<file path="src/rtl/ilace_pkg.sv">
package ilace_pkg;
  localparam int CW = 16;
  localparam int DW = 2 * CW;
  localparam int AW = 3;

  typedef logic [CW-1:0] crd_t;

  // working timing set
  typedef struct packed {
    crd_t hact;
    crd_t vact;
    crd_t htot;
    crd_t vtot;
    crd_t hfp;
    crd_t hbp;
    crd_t vfp;
    crd_t vbp;
    logic ilace;
    logic inv_h;
    logic inv_v;
    logic inv_c;
  } tcfg_t;

  // vertical sync placement for one field
  typedef struct packed {
    crd_t vs_start;
    crd_t vs_end;
    crd_t vs_pix;
  } fparm_t;

  localparam logic [AW-1:0] ADR_ACTIVE = 3'd0;
  localparam logic [AW-1:0] ADR_TOTAL  = 3'd1;
  localparam logic [AW-1:0] ADR_HPORCH = 3'd2;
  localparam logic [AW-1:0] ADR_VPORCH = 3'd3;
  localparam logic [AW-1:0] ADR_CTRL   = 3'd4;
endpackage

</file>
<file path="src/rtl/ilace_cfg_regs.sv">
module ilace_cfg_regs
  import ilace_pkg::*;
#(
  parameter tcfg_t RST_CFG = '0
) (
  input  logic          clk,
  input  logic          rst,
  input  logic          cfg_we,
  input  logic [AW-1:0] cfg_addr,
  input  logic [DW-1:0] cfg_wdata,
  input  logic          field_end,
  output tcfg_t         shadow_o,
  output logic          nxt_ilace_o
);
  tcfg_t stage;

  // staging bank: accepts writes at any time
  always_ff @(posedge clk) begin
    if (rst) begin
      stage <= RST_CFG;
    end else if (cfg_we) begin
      case (cfg_addr)
        ADR_ACTIVE: begin
          stage.vact <= cfg_wdata[DW-1:CW];
          stage.hact <= cfg_wdata[CW-1:0];
        end
        ADR_TOTAL: begin
          stage.vtot <= cfg_wdata[DW-1:CW];
          stage.htot <= cfg_wdata[CW-1:0];
        end
        ADR_HPORCH: begin
          stage.hbp <= cfg_wdata[DW-1:CW];
          stage.hfp <= cfg_wdata[CW-1:0];
        end
        ADR_VPORCH: begin
          stage.vbp <= cfg_wdata[DW-1:CW];
          stage.vfp <= cfg_wdata[CW-1:0];
        end
        ADR_CTRL: begin
          stage.ilace <= cfg_wdata[0];
          stage.inv_h <= cfg_wdata[1];
          stage.inv_v <= cfg_wdata[2];
          stage.inv_c <= cfg_wdata[3];
        end
        default: ;
      endcase
    end
  end

  // shadow bank: copied only as a field ends
  always_ff @(posedge clk) begin
    if (rst) shadow_o <= RST_CFG;
    else if (field_end) shadow_o <= stage;
  end

  assign nxt_ilace_o = stage.ilace;

  // the working set never moves inside a field
  a_r10_shadow_hold: assert property (@(posedge clk) disable iff (rst)
    !field_end |=> $stable(shadow_o));
endmodule

</file>
<file path="src/rtl/ilace_field_calc.sv">
module ilace_field_calc
  import ilace_pkg::*;
(
  input  tcfg_t          cfg,
  output crd_t           hs_start_o,
  output crd_t           hs_end_o,
  output crd_t   [1:0]   vtot_o,
  output fparm_t [1:0]   fld_o
);
  crd_t hs_start;
  crd_t half_line;

  assign hs_start   = cfg.hact + cfg.hfp;
  assign half_line  = cfg.htot >> 1;
  assign hs_start_o = hs_start;
  assign hs_end_o   = cfg.htot - cfg.hbp;

  // index 0 = even field, index 1 = odd field; odd collapses to even when progressive
  for (genvar g = 0; g < 2; g++) begin : g_fld
    logic   odd;
    crd_t   vt;
    fparm_t p;
    assign odd = (g == 1) && cfg.ilace;
    always_comb begin
      vt         = cfg.vtot + crd_t'(odd);
      p.vs_start = cfg.vact + cfg.vfp;
      p.vs_end   = vt - (cfg.vbp + crd_t'(odd));
      p.vs_pix   = odd ? (hs_start - half_line) : hs_start;
    end
    assign vtot_o[g] = vt;
    assign fld_o[g]  = p;
  end
endmodule

</file>
<file path="src/rtl/ilace_counters.sv">
module ilace_counters
  import ilace_pkg::*;
(
  input  logic        clk,
  input  logic        rst,
  input  crd_t        htot,
  input  crd_t [1:0]  vtot_f,
  input  logic        nxt_ilace,
  output crd_t        cnt_h,
  output crd_t        cnt_v,
  output logic        field_odd,
  output logic        field_end
);
  crd_t vt_cur;
  logic line_end;

  assign vt_cur    = vtot_f[field_odd];
  assign line_end  = cnt_h >= (htot - crd_t'(1));
  assign field_end = line_end && (cnt_v >= (vt_cur - crd_t'(1)));

  always_ff @(posedge clk) begin
    if (rst) begin
      cnt_h     <= '0;
      cnt_v     <= '0;
      field_odd <= 1'b0;
    end else if (line_end) begin
      cnt_h <= '0;
      if (field_end) begin
        cnt_v     <= '0;
        field_odd <= nxt_ilace & ~field_odd;
      end else begin
        cnt_v <= cnt_v + crd_t'(1);
      end
    end else begin
      cnt_h <= cnt_h + crd_t'(1);
    end
  end

  // pixel counter stays within the line
  a_r5_h_in_range: assert property (@(posedge clk) disable iff (rst)
    cnt_h < htot);
  // field flag moves only at a boundary
  a_r5_field_hold: assert property (@(posedge clk) disable iff (rst)
    !field_end |=> $stable(field_odd));
  // interlaced boundary flips the field
  a_r5_field_flip: assert property (@(posedge clk) disable iff (rst)
    (field_end && nxt_ilace) |=> (field_odd != $past(field_odd)));
endmodule

</file>
<file path="src/rtl/ilace_sync_out.sv">
module ilace_sync_out
  import ilace_pkg::*;
(
  input  logic          clk,
  input  logic          rst,
  input  crd_t          hact,
  input  crd_t          vact,
  input  crd_t          hs_start,
  input  crd_t          hs_end,
  input  fparm_t [1:0]  fld,
  input  logic          inv_h,
  input  logic          inv_v,
  input  logic          inv_c,
  input  crd_t          cnt_h,
  input  crd_t          cnt_v,
  input  logic          field_odd,
  output logic          hsync_o,
  output logic          vsync_o,
  output logic          csync_o,
  output logic          de_o,
  output logic          field_o,
  output logic          frame_o,
  output logic          vevt_o,
  output crd_t          x_o,
  output crd_t          y_o
);
  fparm_t f;
  logic   hs_act, vs_act, de_act, after_start, before_end, evt, org;
  logic   hs_raw_q, vs_raw_q;

  assign f           = fld[field_odd];
  assign hs_act      = (cnt_h >= hs_start) && (cnt_h < hs_end);
  assign after_start = (cnt_v > f.vs_start) || ((cnt_v == f.vs_start) && (cnt_h >= f.vs_pix));
  assign before_end  = (cnt_v < f.vs_end)   || ((cnt_v == f.vs_end)   && (cnt_h <  f.vs_pix));
  assign vs_act      = after_start && before_end;
  assign de_act      = (cnt_h < hact) && (cnt_v < vact);
  assign evt         = (cnt_v == f.vs_start) && (cnt_h == f.vs_pix);
  assign org         = (cnt_h == '0) && (cnt_v == '0);

  always_ff @(posedge clk) begin
    if (rst) begin
      hsync_o  <= 1'b0;
      vsync_o  <= 1'b0;
      csync_o  <= 1'b0;
      de_o     <= 1'b0;
      field_o  <= 1'b0;
      frame_o  <= 1'b0;
      vevt_o   <= 1'b0;
      x_o      <= '0;
      y_o      <= '0;
      hs_raw_q <= 1'b0;
      vs_raw_q <= 1'b0;
    end else begin
      hsync_o  <= hs_act ^ inv_h;
      vsync_o  <= vs_act ^ inv_v;
      csync_o  <= (hs_act | vs_act) ^ inv_c;
      de_o     <= de_act;
      field_o  <= field_odd;
      frame_o  <= org;
      vevt_o   <= evt;
      x_o      <= cnt_h;
      y_o      <= cnt_v;
      hs_raw_q <= hs_act;
      vs_raw_q <= vs_act;
    end
  end

  // no active data inside horizontal sync
  a_r3_de_not_in_hsync: assert property (@(posedge clk) disable iff (rst)
    de_o |-> !hs_raw_q);
  // event marks the leading edge of vertical sync
  a_r7_evt_on_rise: assert property (@(posedge clk) disable iff (rst)
    vevt_o |-> (vs_raw_q && !$past(vs_raw_q)));
  // event lasts one cycle
  a_r7_evt_single: assert property (@(posedge clk) disable iff (rst)
    vevt_o |=> !vevt_o);
  // field start only at the origin
  a_r8_frame_origin: assert property (@(posedge clk) disable iff (rst)
    frame_o |-> ((x_o == '0) && (y_o == '0)));
endmodule

</file>
<file path="src/rtl/ilace_timing_gen.sv">
module ilace_timing_gen
  import ilace_pkg::*;
#(
  parameter int DEF_HACT = 16,
  parameter int DEF_VACT = 8,
  parameter int DEF_HTOT = 24,
  parameter int DEF_VTOT = 13,
  parameter int DEF_HFP  = 2,
  parameter int DEF_HBP  = 3,
  parameter int DEF_VFP  = 1,
  parameter int DEF_VBP  = 2
) (
  input  logic          clk,
  input  logic          rst,
  input  logic          cfg_we,
  input  logic [AW-1:0] cfg_addr,
  input  logic [DW-1:0] cfg_wdata,
  output logic          hsync_o,
  output logic          vsync_o,
  output logic          csync_o,
  output logic          de_o,
  output logic          field_odd_o,
  output logic          frame_start_o,
  output logic          vsync_evt_o,
  output logic [CW-1:0] pix_x_o,
  output logic [CW-1:0] line_y_o
);
  localparam tcfg_t RST_CFG = '{
    hact: crd_t'(DEF_HACT), vact: crd_t'(DEF_VACT),
    htot: crd_t'(DEF_HTOT), vtot: crd_t'(DEF_VTOT),
    hfp:  crd_t'(DEF_HFP),  hbp:  crd_t'(DEF_HBP),
    vfp:  crd_t'(DEF_VFP),  vbp:  crd_t'(DEF_VBP),
    ilace: 1'b0, inv_h: 1'b0, inv_v: 1'b0, inv_c: 1'b0
  };

  tcfg_t        cfg;
  logic         nxt_ilace;
  logic         field_end;
  crd_t         hs_start, hs_end;
  crd_t   [1:0] vtot_f;
  fparm_t [1:0] fld;
  crd_t         cnt_h, cnt_v;
  logic         field_odd;

  ilace_cfg_regs #(.RST_CFG(RST_CFG)) u_regs (
    .clk(clk), .rst(rst), .cfg_we(cfg_we), .cfg_addr(cfg_addr),
    .cfg_wdata(cfg_wdata), .field_end(field_end),
    .shadow_o(cfg), .nxt_ilace_o(nxt_ilace)
  );

  ilace_field_calc u_calc (
    .cfg(cfg), .hs_start_o(hs_start), .hs_end_o(hs_end),
    .vtot_o(vtot_f), .fld_o(fld)
  );

  ilace_counters u_cnt (
    .clk(clk), .rst(rst), .htot(cfg.htot), .vtot_f(vtot_f),
    .nxt_ilace(nxt_ilace), .cnt_h(cnt_h), .cnt_v(cnt_v),
    .field_odd(field_odd), .field_end(field_end)
  );

  ilace_sync_out u_out (
    .clk(clk), .rst(rst), .hact(cfg.hact), .vact(cfg.vact),
    .hs_start(hs_start), .hs_end(hs_end), .fld(fld),
    .inv_h(cfg.inv_h), .inv_v(cfg.inv_v), .inv_c(cfg.inv_c),
    .cnt_h(cnt_h), .cnt_v(cnt_v), .field_odd(field_odd),
    .hsync_o(hsync_o), .vsync_o(vsync_o), .csync_o(csync_o),
    .de_o(de_o), .field_o(field_odd_o), .frame_o(frame_start_o),
    .vevt_o(vsync_evt_o), .x_o(pix_x_o), .y_o(line_y_o)
  );
endmodule

</file>
<file path="config.mk">
export PLATFORM = sky130hd
export DESIGN_NAME = ilace_timing_gen
export DESIGN_NICKNAME = d
export VERILOG_FILES = /design/src/rtl/ilace_pkg.sv /design/src/rtl/ilace_cfg_regs.sv /design/src/rtl/ilace_field_calc.sv /design/src/rtl/ilace_counters.sv /design/src/rtl/ilace_sync_out.sv /design/src/rtl/ilace_timing_gen.sv
export SDC_FILE = /design/constraint.sdc
export NUM_CORES = 1
export LEC_CHECK = 0
export CAP_MARGIN = 0
export CORE_ASPECT_RATIO = 0.5
export CORE_MARGIN = 5
export CORE_UTILIZATION = 65
export CTS_CLUSTER_DIAMETER = 150
export DETAILED_ROUTE_END_ITERATION = 6
export PLACE_DENSITY = 0.9
export SYNTH_ARGS = -nofsm -noshare
export SYNTH_HDL_FRONTEND = slang
export SYNTH_SLANG_ARGS = --single-unit
export TNS_END_PERCENT = 10
</file>
<file path="constraint.sdc">
create_clock -name clk -period 8.3 [get_ports clk]
set_input_delay 1.245 -clock clk [delete_from_list [all_inputs] [get_ports clk]]
set_output_delay 1.245 -clock clk [all_outputs]
set_load 0.005 [all_outputs]
</file>
==> flow_summary.ini <==
[setup_path]
cp_cell_sequence = ha_1, inv_1, fa_1, nor2b_1, o21ai_0, a21boi_0, o41ai_1, xnor2_1, ha_1, a21o_1, a21o_1, nand3_1, nand2_1, a211oi_1, nor4_1, nor3_1, ha_1, nand4_1, or2_2, o22ai_1, nor4bb_1, a32oi_1, o22ai_1, mux2_2
cp_data_required_time_ns = 8.78
slowest_delay_ns = 0.94
regToRegSetupSlack_ns = 1.72
rr_worst_depth = 24
crit_path_top_delay_cell = nor4bb_1
reg2reg_to = u_out.csync_o
critPathMaxFanout = 4
arrival_ns = 7.06
timing.rr.start = u_regs.shadow_o[52]
setup.worst_path.class = reg2reg
critPathBufInv = 1
critical-path-top-delay-family = compound AO/OA/AOI/OAI gates
endpoint_kind = register
cp_common_cell = ha_1
cp-start-kind = register

[cts]
numClockSinks = 336
cts_hold_buf = 0
clockBufferDepth = 3
clk_latency_ns = 0.59
h-tree-depth = 1
path_clk_slew_ns = 0.07
cts_buffers = 29
cts-resized-gates = 0
cts_setup_buffers = 0
cts_root_buffer = clkbuf_16
cts_tree = built

[yosys]
synthCells = 2659
ys_types = 71
synth_edf_count = 0
ys_seq_area_share_pct = 32.1
avgSynthCellArea_sq_um = 7.88
async_flop_share_pct = 0
synth.net_count = 2953
ys_warn_count = 0
ys_ff_latch = 336
ys.flop_type = dfxtp_1
syn_area_sq_um = 20900

[sta]
fin_tns_setup_ns = 0
drv_slew = 0
max_freq_mhz = 152
fin_crit_sh_pct = 79.2
tightest_slew_ns = 1.12
hold_violations = 0
grt_setup_unrepaired = false
skew_ns = 0.0297
max-slew-margin-rel_pct = 24.4
min_period_ns = 6.58
hold_ws_ns = 0.457
finalSetupViolCount = 0

[pwr]
peakVddDrop_uv = 112
power.leakage_nw = 9.04
p_per_area_nw_per_um2 = 141

[flow_run]
drv_cap = 0

[floorplan]
fp-row-count = 46
start_util_pct = 66.1
design.portCount = 77
core_sq_um = 31700
die-area_sq_um = 36100
die_w_microns = 264
floorplan.die.height_microns = 137

[grt]
grt_pass1_wl_microns = 96100
grt_usage_pct = 32.4
grt-ovfl-total = 0
grt_pass1_vias = 18700
antenna_found_initial = 1
grt_max_degree = 110

[status]
outcome = completed

[route]
vias_per_cell = 6.33
drc = 0
dr.pass1.iters = 6
vias = 19600
ant_nets = 0
routedWlPerCell_microns = 19.6
drt-total-wl_microns = 60700
drtIter0Drc = 2426

[final_layout]
fin_nets = 2933
fillers = 2347
layout-drive-gt1-share_pct = 3.53
areaGrowthSynthToFinish_pct = 9.06

[placed_design]
gp_congestion = 0.960
portBuffers = 76
dpl.hpwl_microns = 42200

[hold_path]
hp-class = reg2reg
hp-start = u_regs.stage[112]
holdPathStages = 2
min_to = u_regs.stage[112]
## kinds of logic (layout without fill, tap and decap cells)
logic type	count (synthesis)	in the layout	share of synthesized area, %
AO/OA/AOI/OAI	700	700	19.1
XOR/XNOR	155	155	6.48
adder cells (fa/ha/maj)	256	256	15.5
buffers and inverters	288	291	5.35
flip-flops	336	336	32.1
multiplexers	20	20	0.968
other	0	1	0
AND/OR/NAND/NOR	904	904	20.4
## power by group
part | leakage, nW | switching [mW] | internal (mW)
combinational | 5.83 | 0.0805 | 0.0407
clock | 0.496 | 0.653 | 0.813
sequential | 2.71 | 0.0125 | 1.63
total | 9.04 | 0.746 | 2.48
## layout make-up
type / instances / area, sq um / area share, %
Multi-Input combinational cell: 2035 / 13100 / 57.5
Sequential cell: 336 / 6730 / 29.5
Timing Repair Buffer: 92 / 897 / 3.93
Clock buffer: 40 / 807 / 3.53
Inverter: 145 / 544 / 2.38
Tap cell: 432 / 541 / 2.37
Clock inverter: 14 / 194 / 0.849
Antenna cell: 1 / 2.50 / 0.0110
## sequential cells by signal, indices dropped and copies added (netlist names), 16 cells and up
register / cells
u_regs.shadow_o: 132
u_cnt.cnt_h: 16
u_out.y_o: 16
u_regs.stage: 131
u_cnt.cnt_v: 16
u_out.x_o: 16
## layout by cell type (no fill, tap or decap), drive strengths merged, types with 20 or more instances in the layout
| master | count |
|---|---|
| nand2 | 342 |
| dfxtp | 336 |
| a21oi | 326 |
| ha | 250 |
| nand3 | 199 |
| o21ai | 194 |
| inv | 149 |
| nor2 | 119 |
| xnor2 | 102 |
| clkdlybuf4s50 | 75 |
| nor2b | 54 |
| a21o | 54 |
| xor2 | 53 |
| nor3 | 42 |
| clkbuf | 41 |
| nand4 | 38 |
| and3 | 25 |
| or3 | 21 |
| a31oi | 20 |
## worst min-delay path: cells and delay by family (launching register included)
family / cells / cell delay, ns
compound gates: 1 / 0.05
simple gates: 1 / 0.05
flops: 1 / 0.31
## synth_stat cells, types with 8 or more instances
cell type	count	share of area, %
nor3_1	40	0.96
xnor2_1	102	4.3
and2_1	9	0.27
buf_1	9	0.16
a211oi_1	16	0.57
or2_2	9	0.27
xor2_1	53	2.2
o21a_1	19	0.68
a21oi_1	326	7.8
and3_1	25	0.75
nand4_1	38	1.1
nand2b_1	16	0.48
nor4_1	11	0.33
o211ai_1	9	0.32
o21bai_1	8	0.29
nand3_1	197	4.7
a21o_1	54	1.9
a31oi_1	20	0.60
nor2b_1	54	1.6
mux2i_1	18	0.86
clkbuf_1	106	1.9
or3_1	20	0.60
dfxtp_1	336	32
nand2_1	342	6.1
nor2_1	119	2.1
buf_2	21	0.50
o21ai_0	191	4.6
ha_1	250	15
inv_1	144	2.6
## routing by layer
| layer | vias to the layer above | GRT usage (%) | part of all wire [%] |
|---|---|---|---|
| met1 | 9200 | 41.3 | 40 |
| met2 | 934 | 53.7 | 45 |
| li1 | 9258 | - | - |
| met5 | - | 0 | 0 |
| met3 | 199 | 7.28 | 11 |
| met4 | 0 | 13.8 | 4.4 |
## worst max-delay path by stage
stage | endpoint | cells after the start | start | slack [ns]
2_1_floorplan | u_out.csync_o | 24 | u_regs.shadow_o[116] | 3.26
3_3_place_gp | u_out.csync_o | 25 | u_regs.shadow_o[52] | 2.17
3_5_place_dp | u_out.csync_o | 24 | u_regs.shadow_o[52] | 1.99
4_1_cts | u_out.csync_o | 24 | u_regs.shadow_o[52] | 1.94
5_1_grt | u_out.vsync_o | 24 | u_regs.shadow_o[52] | 1.37
6_report | u_out.csync_o | 24 | u_regs.shadow_o[52] | 1.72
## through the flow
| stage | power, mW | area [sq um] | std cells | setup WS [ns] | utilization, % |
|---|---|---|---|---|---|
| floorplan | 1.73 | 20900 | 2659 | 3.26 | - |
| global placement | 1.79 | 21800 | 3040 | 2.17 | 68.9 |
| detailed placement | 1.79 | 21800 | 3040 | 1.99 | 68.9 |
| CTS | 3.22 | 22800 | 3094 | 1.94 | 72.0 |
| global route | 3.30 | 22800 | 3095 | 1.37 | 72.0 |
| finish | 3.23 | 22800 | 3095 | 1.72 | 72.0 |
(Power assumes the default switching activity.)
